==> config.mk <==
export PLATFORM = sky130hd
export DESIGN_NAME = burst_rd_seq
export DESIGN_NICKNAME = d
export VERILOG_FILES = /design/src/rtl/burst_pkg.sv /design/src/rtl/burst_cfg_reg.sv /design/src/rtl/burst_addr_gen.sv /design/src/rtl/burst_seq_fsm.sv /design/src/rtl/burst_rd_seq.sv
export SDC_FILE = /design/constraint.sdc
export NUM_CORES = 1
export LEC_CHECK = 0
export BUFFER_PORTS_ARGS = -buffer_cell sky130_fd_sc_hd__buf_2
export CAP_MARGIN = 30
export CORE_MARGIN = 1.5
export CORE_UTILIZATION = 51
export CTS_CLUSTER_DIAMETER = 50
export CTS_CLUSTER_SIZE = 30
export DETAILED_ROUTE_END_ITERATION = 16
export GPL_TIMING_DRIVEN = 0
export MAX_ROUTING_LAYER = met4
export PLACE_DENSITY = 0.91
export SYNTH_ARGS = -nofsm -noshare
export SYNTH_HDL_FRONTEND = slang
export SYNTH_SLANG_ARGS = --single-unit
==> constraint.sdc <==
create_clock -name clk -period 2.2 [get_ports clk]
set_input_delay 0.22 -clock clk [delete_from_list [all_inputs] [get_ports clk]]
set_output_delay 0.22 -clock clk [all_outputs]
set_load 0.03 [all_outputs]
==> src/rtl/burst_pkg.sv <==
package burst_pkg;

    localparam int CFG_W  = 16;
    localparam int WORD_W = 16;

    localparam logic [CFG_W-1:0] CFG_RESET = 16'h9FCF;

    typedef enum logic [1:0] {
        ST_IDLE = 2'd0,
        ST_LAT  = 2'd1,
        ST_DATA = 2'd2
    } seq_state_e;

    localparam logic [2:0] LEN_CONT = 3'b111;

    function automatic logic [WORD_W-1:0] word_model(input logic [7:0] a);
        return {a ^ 8'h5A, ~a};
    endfunction

endpackage

==> src/rtl/burst_cfg_reg.sv <==
module burst_cfg_reg
    import burst_pkg::*;
(
    input  logic             clk,
    input  logic             rst_n,
    input  logic             we,
    input  logic [CFG_W-1:0] wdata,
    output logic [CFG_W-1:0] cfg_q,
    output logic             err
);

    function automatic logic is_legal(input logic [CFG_W-1:0] v);
        logic [2:0] lc;
        logic       len_ok;
        lc     = v[13:11];
        len_ok = (v[2:0] == 3'b001) || (v[2:0] == 3'b010) ||
                 (v[2:0] == 3'b011) || (v[2:0] == LEN_CONT);
        return !v[14] && (v[5:4] == 2'b00) && v[7] && len_ok &&
               (lc != 3'd0) && (lc <= 3'd4) &&
               !((lc == 3'd2) && v[9] && v[8]);
    endfunction

    always_ff @(posedge clk or negedge rst_n) begin
        if (!rst_n) begin
            cfg_q <= CFG_RESET;
            err   <= 1'b0;
        end else if (we) begin
            if (is_legal(wdata)) begin
                cfg_q <= wdata;
                err   <= 1'b0;
            end else begin
                err   <= 1'b1;
            end
        end
    end


    cfg_legal_chk: assert property (@(posedge clk) disable iff (!rst_n)
        (!cfg_q[14] && cfg_q[5:4] == 2'b00 && cfg_q[7] &&
         cfg_q[13:11] != 3'd0 && cfg_q[13:11] <= 3'd4));

endmodule

==> src/rtl/burst_addr_gen.sv <==
module burst_addr_gen #(
    parameter int ADDR_W = 8
) (
    input  logic [ADDR_W-1:0] cur,
    input  logic [2:0]        len_code,
    input  logic              wrap_en,
    output logic [ADDR_W-1:0] nxt,
    output logic [ADDR_W-1:0] win_mask
);

    logic [ADDR_W-1:0] inc;

    always_comb begin
        unique case (len_code)
            3'b001:  win_mask = ADDR_W'(3);
            3'b010:  win_mask = ADDR_W'(7);
            3'b011:  win_mask = ADDR_W'(15);
            default: win_mask = '1;
        endcase
        inc = cur + ADDR_W'(1);
        if (wrap_en && len_code != 3'b111)
            nxt = (cur & ~win_mask) | (inc & win_mask);
        else
            nxt = inc;
    end

endmodule

==> src/rtl/burst_seq_fsm.sv <==
module burst_seq_fsm
    import burst_pkg::*;
#(
    parameter int ADDR_W = 8
) (
    input  logic              clk,
    input  logic              rst_n,
    input  logic              csel,
    input  logic              adv,
    input  logic [ADDR_W-1:0] addr_in,
    input  logic              burst_en,
    input  logic [2:0]        lat_code,
    input  logic              hold2,
    input  logic              early_wt,
    input  logic [2:0]        len_code,
    input  logic [ADDR_W-1:0] nxt_addr,
    output logic [ADDR_W-1:0] cur_addr,
    output logic [ADDR_W-1:0] base_addr,
    output logic              in_data,
    output logic              wait_act
);

    seq_state_e state, nxt_state;
    logic [2:0] lat_cnt;
    logic [3:0] beats;
    logic       phase;
    logic       start, adv_word, last, fixed;
    logic [3:0] len_m1;

    always_comb begin
        unique case (len_code)
            3'b001:  len_m1 = 4'd3;
            3'b010:  len_m1 = 4'd7;
            3'b011:  len_m1 = 4'd15;
            default: len_m1 = 4'd0;
        endcase
        fixed    = (len_code != LEN_CONT);
        start    = csel && adv && burst_en;
        adv_word = (state == ST_DATA) && (!hold2 || phase);
        last     = fixed && (beats == len_m1);
    end

    always_comb begin
        unique case (state)
            ST_IDLE: nxt_state = ST_IDLE;
            ST_LAT:  nxt_state = (lat_cnt == 3'd0) ? ST_DATA : ST_LAT;
            ST_DATA: nxt_state = (adv_word && last) ? ST_IDLE : ST_DATA;
            default: nxt_state = ST_IDLE;
        endcase
        if (start) nxt_state = ST_LAT;
        if (!csel) nxt_state = ST_IDLE;
    end

    always_ff @(posedge clk or negedge rst_n) begin
        if (!rst_n) state <= ST_IDLE;
        else        state <= nxt_state;
    end

    always_ff @(posedge clk or negedge rst_n) begin
        if (!rst_n) begin
            cur_addr  <= '0;
            base_addr <= '0;
            lat_cnt   <= 3'd0;
            beats     <= 4'd0;
            phase     <= 1'b0;
        end else if (start) begin
            cur_addr  <= addr_in;
            base_addr <= addr_in;
            lat_cnt   <= 3'(lat_code - 3'd1);
            beats     <= 4'd0;
            phase     <= 1'b0;
        end else if (state == ST_LAT) begin
            if (lat_cnt != 3'd0) lat_cnt <= lat_cnt - 3'd1;
        end else if (state == ST_DATA) begin
            if (hold2 && !phase) begin
                phase <= 1'b1;
            end else begin
                phase    <= 1'b0;
                cur_addr <= nxt_addr;
                beats    <= beats + 4'd1;
            end
        end
    end

    always_comb begin
        in_data  = (state == ST_DATA);
        wait_act = (state == ST_LAT) &&
                   !(early_wt && (lat_cnt < (hold2 ? 3'd2 : 3'd1)));
    end


    lat_bound_chk: assert property (@(posedge clk) disable iff (!rst_n)
        (state == ST_LAT) |-> (lat_cnt < 3'd4));


    hold_stable_chk: assert property (@(posedge clk) disable iff (!rst_n)
        (state == ST_DATA && hold2 && !phase && csel && !start) |=> $stable(cur_addr));


    desel_end_chk: assert property (@(posedge clk) disable iff (!rst_n)
        !csel |=> (state == ST_IDLE));

endmodule

==> src/rtl/burst_rd_seq.sv <==
module burst_rd_seq
    import burst_pkg::*;
#(
    parameter int ADDR_W = 8
) (
    input  logic              clk,
    input  logic              rst_n,
    input  logic              cfg_we,
    input  logic [15:0]       cfg_wdata,
    output logic [15:0]       cfg_q,
    output logic              cfg_err,
    input  logic              csel,
    input  logic              adv,
    input  logic [ADDR_W-1:0] addr,
    output logic [15:0]       rdata,
    output logic              data_vld,
    output logic              wait_o
);

    logic [ADDR_W-1:0] cur_addr, base_addr, nxt_addr, win_mask;
    logic              in_data, wait_act, page_mode;
    logic              unused_cfg;

    burst_cfg_reg u_cfg (
        .clk   (clk),
        .rst_n (rst_n),
        .we    (cfg_we),
        .wdata (cfg_wdata),
        .cfg_q (cfg_q),
        .err   (cfg_err)
    );

    burst_addr_gen #(.ADDR_W(ADDR_W)) u_agen (
        .cur      (cur_addr),
        .len_code (cfg_q[2:0]),
        .wrap_en  (!cfg_q[3]),
        .nxt      (nxt_addr),
        .win_mask (win_mask)
    );

    burst_seq_fsm #(.ADDR_W(ADDR_W)) u_fsm (
        .clk       (clk),
        .rst_n     (rst_n),
        .csel      (csel),
        .adv       (adv),
        .addr_in   (addr),
        .burst_en  (!cfg_q[15]),
        .lat_code  (cfg_q[13:11]),
        .hold2     (cfg_q[9]),
        .early_wt  (cfg_q[8]),
        .len_code  (cfg_q[2:0]),
        .nxt_addr  (nxt_addr),
        .cur_addr  (cur_addr),
        .base_addr (base_addr),
        .in_data   (in_data),
        .wait_act  (wait_act)
    );

    assign page_mode  = cfg_q[15];
    assign unused_cfg = ^{cfg_q[14], cfg_q[7:4]};

    always_comb begin
        if (page_mode) begin
            data_vld = csel;
            rdata    = csel ? word_model(addr[7:0]) : '0;
        end else begin
            data_vld = in_data;
            rdata    = in_data ? word_model(cur_addr[7:0]) : '0;
        end
        wait_o = wait_act ^ ~cfg_q[10];
    end


    wait_idle_level_chk: assert property (@(posedge clk) disable iff (!rst_n)
        (!page_mode && data_vld) |-> (wait_o == ~cfg_q[10]));


    wrap_window_chk: assert property (@(posedge clk) disable iff (!rst_n)
        (in_data && !cfg_q[3] && cfg_q[2:0] != LEN_CONT) |->
        ((cur_addr & ~win_mask) == (base_addr & ~win_mask)));

endmodule

==> results.py <==
metrics = {
    "synth": {
        "synthArstFlopShare": 1.00,
        "yosysMostFrequentCell": "dfrtp_1",
        "synth_area_per_cell_sq_um": 9.57,
        "synth_top_family_by_area": "simple AND/OR/NAND/NOR gates",
        "synth_area_leader_cell": "dfrtp_1",
        "syn_nets": 254,
        "synthTopCellsByArea": "dfrtp_1 (27%), dfstp_2 (15%), mux2_2 (3.8%)",
        "ys_types": 47,
        "synth-compound-area-share": 0.134,
        "synth-simple-area-share": 0.208,
        "synth_xor_area_frac": 0.0501,
        "yosysWarnings": 0,
        "syn_inst": 219,
        "ys.flop_type": "dfrtp_1",
        "yosys.area.top_type_share": 0.275,
        "synthMuxAreaShare": 0.0830,
        "ys_top_cells_by_count": "dfrtp_1 (23), nor2_1 (19), nand2_1 (18)",
        "seq_area_frac_synth": 0.425,
        "synth-edff-count": 0,
        "synth_area_sq_mm": 0.00210,
        "ys_ff_latch": 35,
        "synthAdderAreaFrac": 0.0406,
    },
    "global_route": {
        "antenna_found_initial": 0,
        "grt_max_degree": 36,
        "grt_pass1_vias": 1733,
        "grt_overflow": 0,
        "grt_usage": 0.250,
        "grt_pass1_wl_um": 8160,
    },
    "layout": {
        "area_growth_pct": 25.2,
        "drive_above_1_share": 0.403,
        "n_fill_cell": 312,
        "nNetsFinal": 322,
        "antenna_cells": 0,
        "final_util": 0.661,
    },
    "floorplan": {
        "die_area_sq_mm": 0.00450,
        "die_x_um": 67.1,
        "core.rowCount": 23,
        "start_util": 0.528,
        "io_pins": 64,
        "die_height_um": 67.1,
        "core_sq_mm": 0.00397,
    },
    "sta": {
        "report.final.slew_viol_count": 0,
        "setup_violations": 0,
        "fin_skew_ns": 0.00813,
        "slew_headroom": 0.489,
        "clock.fmax_mhz": 475,
        "post-route-min-period_ns": 2.10,
        "whs_ns": -0.0111,
        "worst_pin_slew_ns": 0.766,
        "fin_crit_sh": 0.957,
        "hold_viol_final": 3,
        "rsz0062_at_grt": "yes",
        "setup_tns_ns": 0,
    },
    "critical_path": {
        "crit_path_end_kind": "flip-flop",
        "crit_chain": "nor2b_2 -> and2_0 -> clkbuf_2 -> and2_1 -> a21oi_1 -> ha_2 -> nand2_1 -> nor3_2 -> a211oi_2 -> a21oi_1",
        "crit_top_cell": "a21oi_1",
        "critPathMaxFanout": 6,
        "start_kind": "flip-flop",
        "crit_slowest_cell": "dfstp_2",
        "cp.required_ns": 2.43,
        "arrival_ns": 2.33,
        "crit_type": "reg -> reg",
        "cpPeakStageDelay_ns": 0.60,
    },
    "drt": {
        "drt_wl_total_um": 4960,
        "drc_errors": 0,
        "wl_per_cell_um": 14.7,
        "dr.pass1.iters": 4,
        "via_per_inst": 5.48,
        "ant_nets": 0,
        "drtIter0Drc": 124,
        "vias": 1852,
    },
    "clock_network": {
        "cts_buffers": 5,
        "cts.sinks": 35,
        "clk_pin_slew_ns": 0.08,
        "clock_path_buffers": 2,
        "clk-insertion-delay-late_ns": 0.30,
        "cts_root_buffer": "clkbuf_8",
        "htree_levels": 2,
        "hold_buffers": 0,
        "cts_tree": "yes",
    },
    "job": {
        "timing.max_cap.violations": 0,
    },
    "placed_design": {
        "place_hpwl_um": 3600,
        "portBuffers": 62,
        "gp_congestion": 0.819,
    },
    "run_status": {
        "outcome": "complete, but fails checks",
        "violations": "negative hold slack",
    },
    "power_and_ir_drop": {
        "power_leakage_nw": 1.24,
        "peakVddDrop_uv": 539,
        "power_density_mw_per_mm2": 828,
    },
    "worst_hold_path": {
        "min_path_type": "in -> async",
    },
}
## layout by cell type (no fill, tap or decap), types with 9 or more instances in the layout
master	n
o21ai_0	14
nor2_1	19
nand3_1	13
buf_4	10
dfrtp_1	23
dfstp_2	12
nand2_1	18
a21oi_1	9
buf_2	63
## metrics by stage
stage	cells	hold WS (ns)	power, mW	setup slack, ns	cell area, sq um
after floorplan	219	-0.0756	1.27	-0.0415	2100
after global placement	331	0.322	1.42	-0.0644	2470
after detailed placement	331	0.338	1.45	-0.150	2470
after CTS	337	0.0261	2.15	0.0272	2600
after global routing	338	0.0571	2.28	-0.0465	2620
final	338	-0.0111	2.17	0.0952	2620
## repair_timing
| item | 4_1_cts | 5_1_grt |
|---|---|---|
| gates cloned | 0 | 0 |
| setup buffers | 0 | 2 |
| setup endpoints to repair | 1 | 3 |
| resized for setup | 2 | 5 |
## layer usage
layer	GRT usage	share of wire	up-vias	routed length [um]
li1	-	-	904	-
met3	0.0473	0.025	9	122
met5	-	0	-	0
met2	0.408	0.53	30	2630
met1	0.310	0.42	909	2110
met4	0.0893	0.020	0	99
## final timing paths
| check | startpoint | slack [ns] | end | depth (start not counted) |
|---|---|---|---|---|
| max reg2reg | u_cfg.cfg_q[15] | 0.1 | u_fsm.lat_cnt[2] | 10 |
| min reg2reg | u_cfg.cfg_q[14] | 0.50 | u_cfg.cfg_q[14] | 1 |
| max | u_cfg.cfg_q[15] | 0.1 | u_fsm.lat_cnt[2] | 10 |
| min in group clk | cfg_wdata[15] | 0.15 | u_cfg.cfg_q[15] | 2 |
| max in group asynchronous | rst_n | 1.72 | asynchronous set/reset pin | 1 |
| min | rst_n | -0.01 | u_cfg.cfg_q[14] | 1 |
## where the power goes
group | total, mW | switching [mW] | internal [mW]
combinational | 0.608 | 0.361 | 0.248
sequential | 0.866 | 0.111 | 0.755
clock | 0.699 | 0.246 | 0.453
## logic make-up after synthesis
| logic type | after synthesis |
|---|---|
| AOI/OAI and AO/OA | 45 |
| and+or+nand+nor | 83 |
| buffers and inverters | 23 |
| adders and majority gates | 7 |
| DFF | 35 |
| muxes | 14 |
| xor gates and xnor gates | 12 |
## critical path: cells and delay by family (launching register included)
kind	cells	cell delay (ns)
AOI/OAI and AO/OA	3	0.35
adders and majority gates	1	0.23
buffers and inverters	1	0.16
DFF	1	0.60
and+or+nand+nor	5	0.70
## final cells by class
type,count,area [sq um],share of cell area
Clock inverter,2,60.1,0.0229
Inverter,5,18.8,0.00715
Timing Repair Buffer,64,325,0.124
Tap cell,50,62.6,0.0238
Clock buffer,6,72.6,0.0277
Multi-Input combinational cell,161,1100,0.418
Buffer,15,97.6,0.0372
Sequential cell,35,891,0.340
Power figures use the tool's default switching activity.
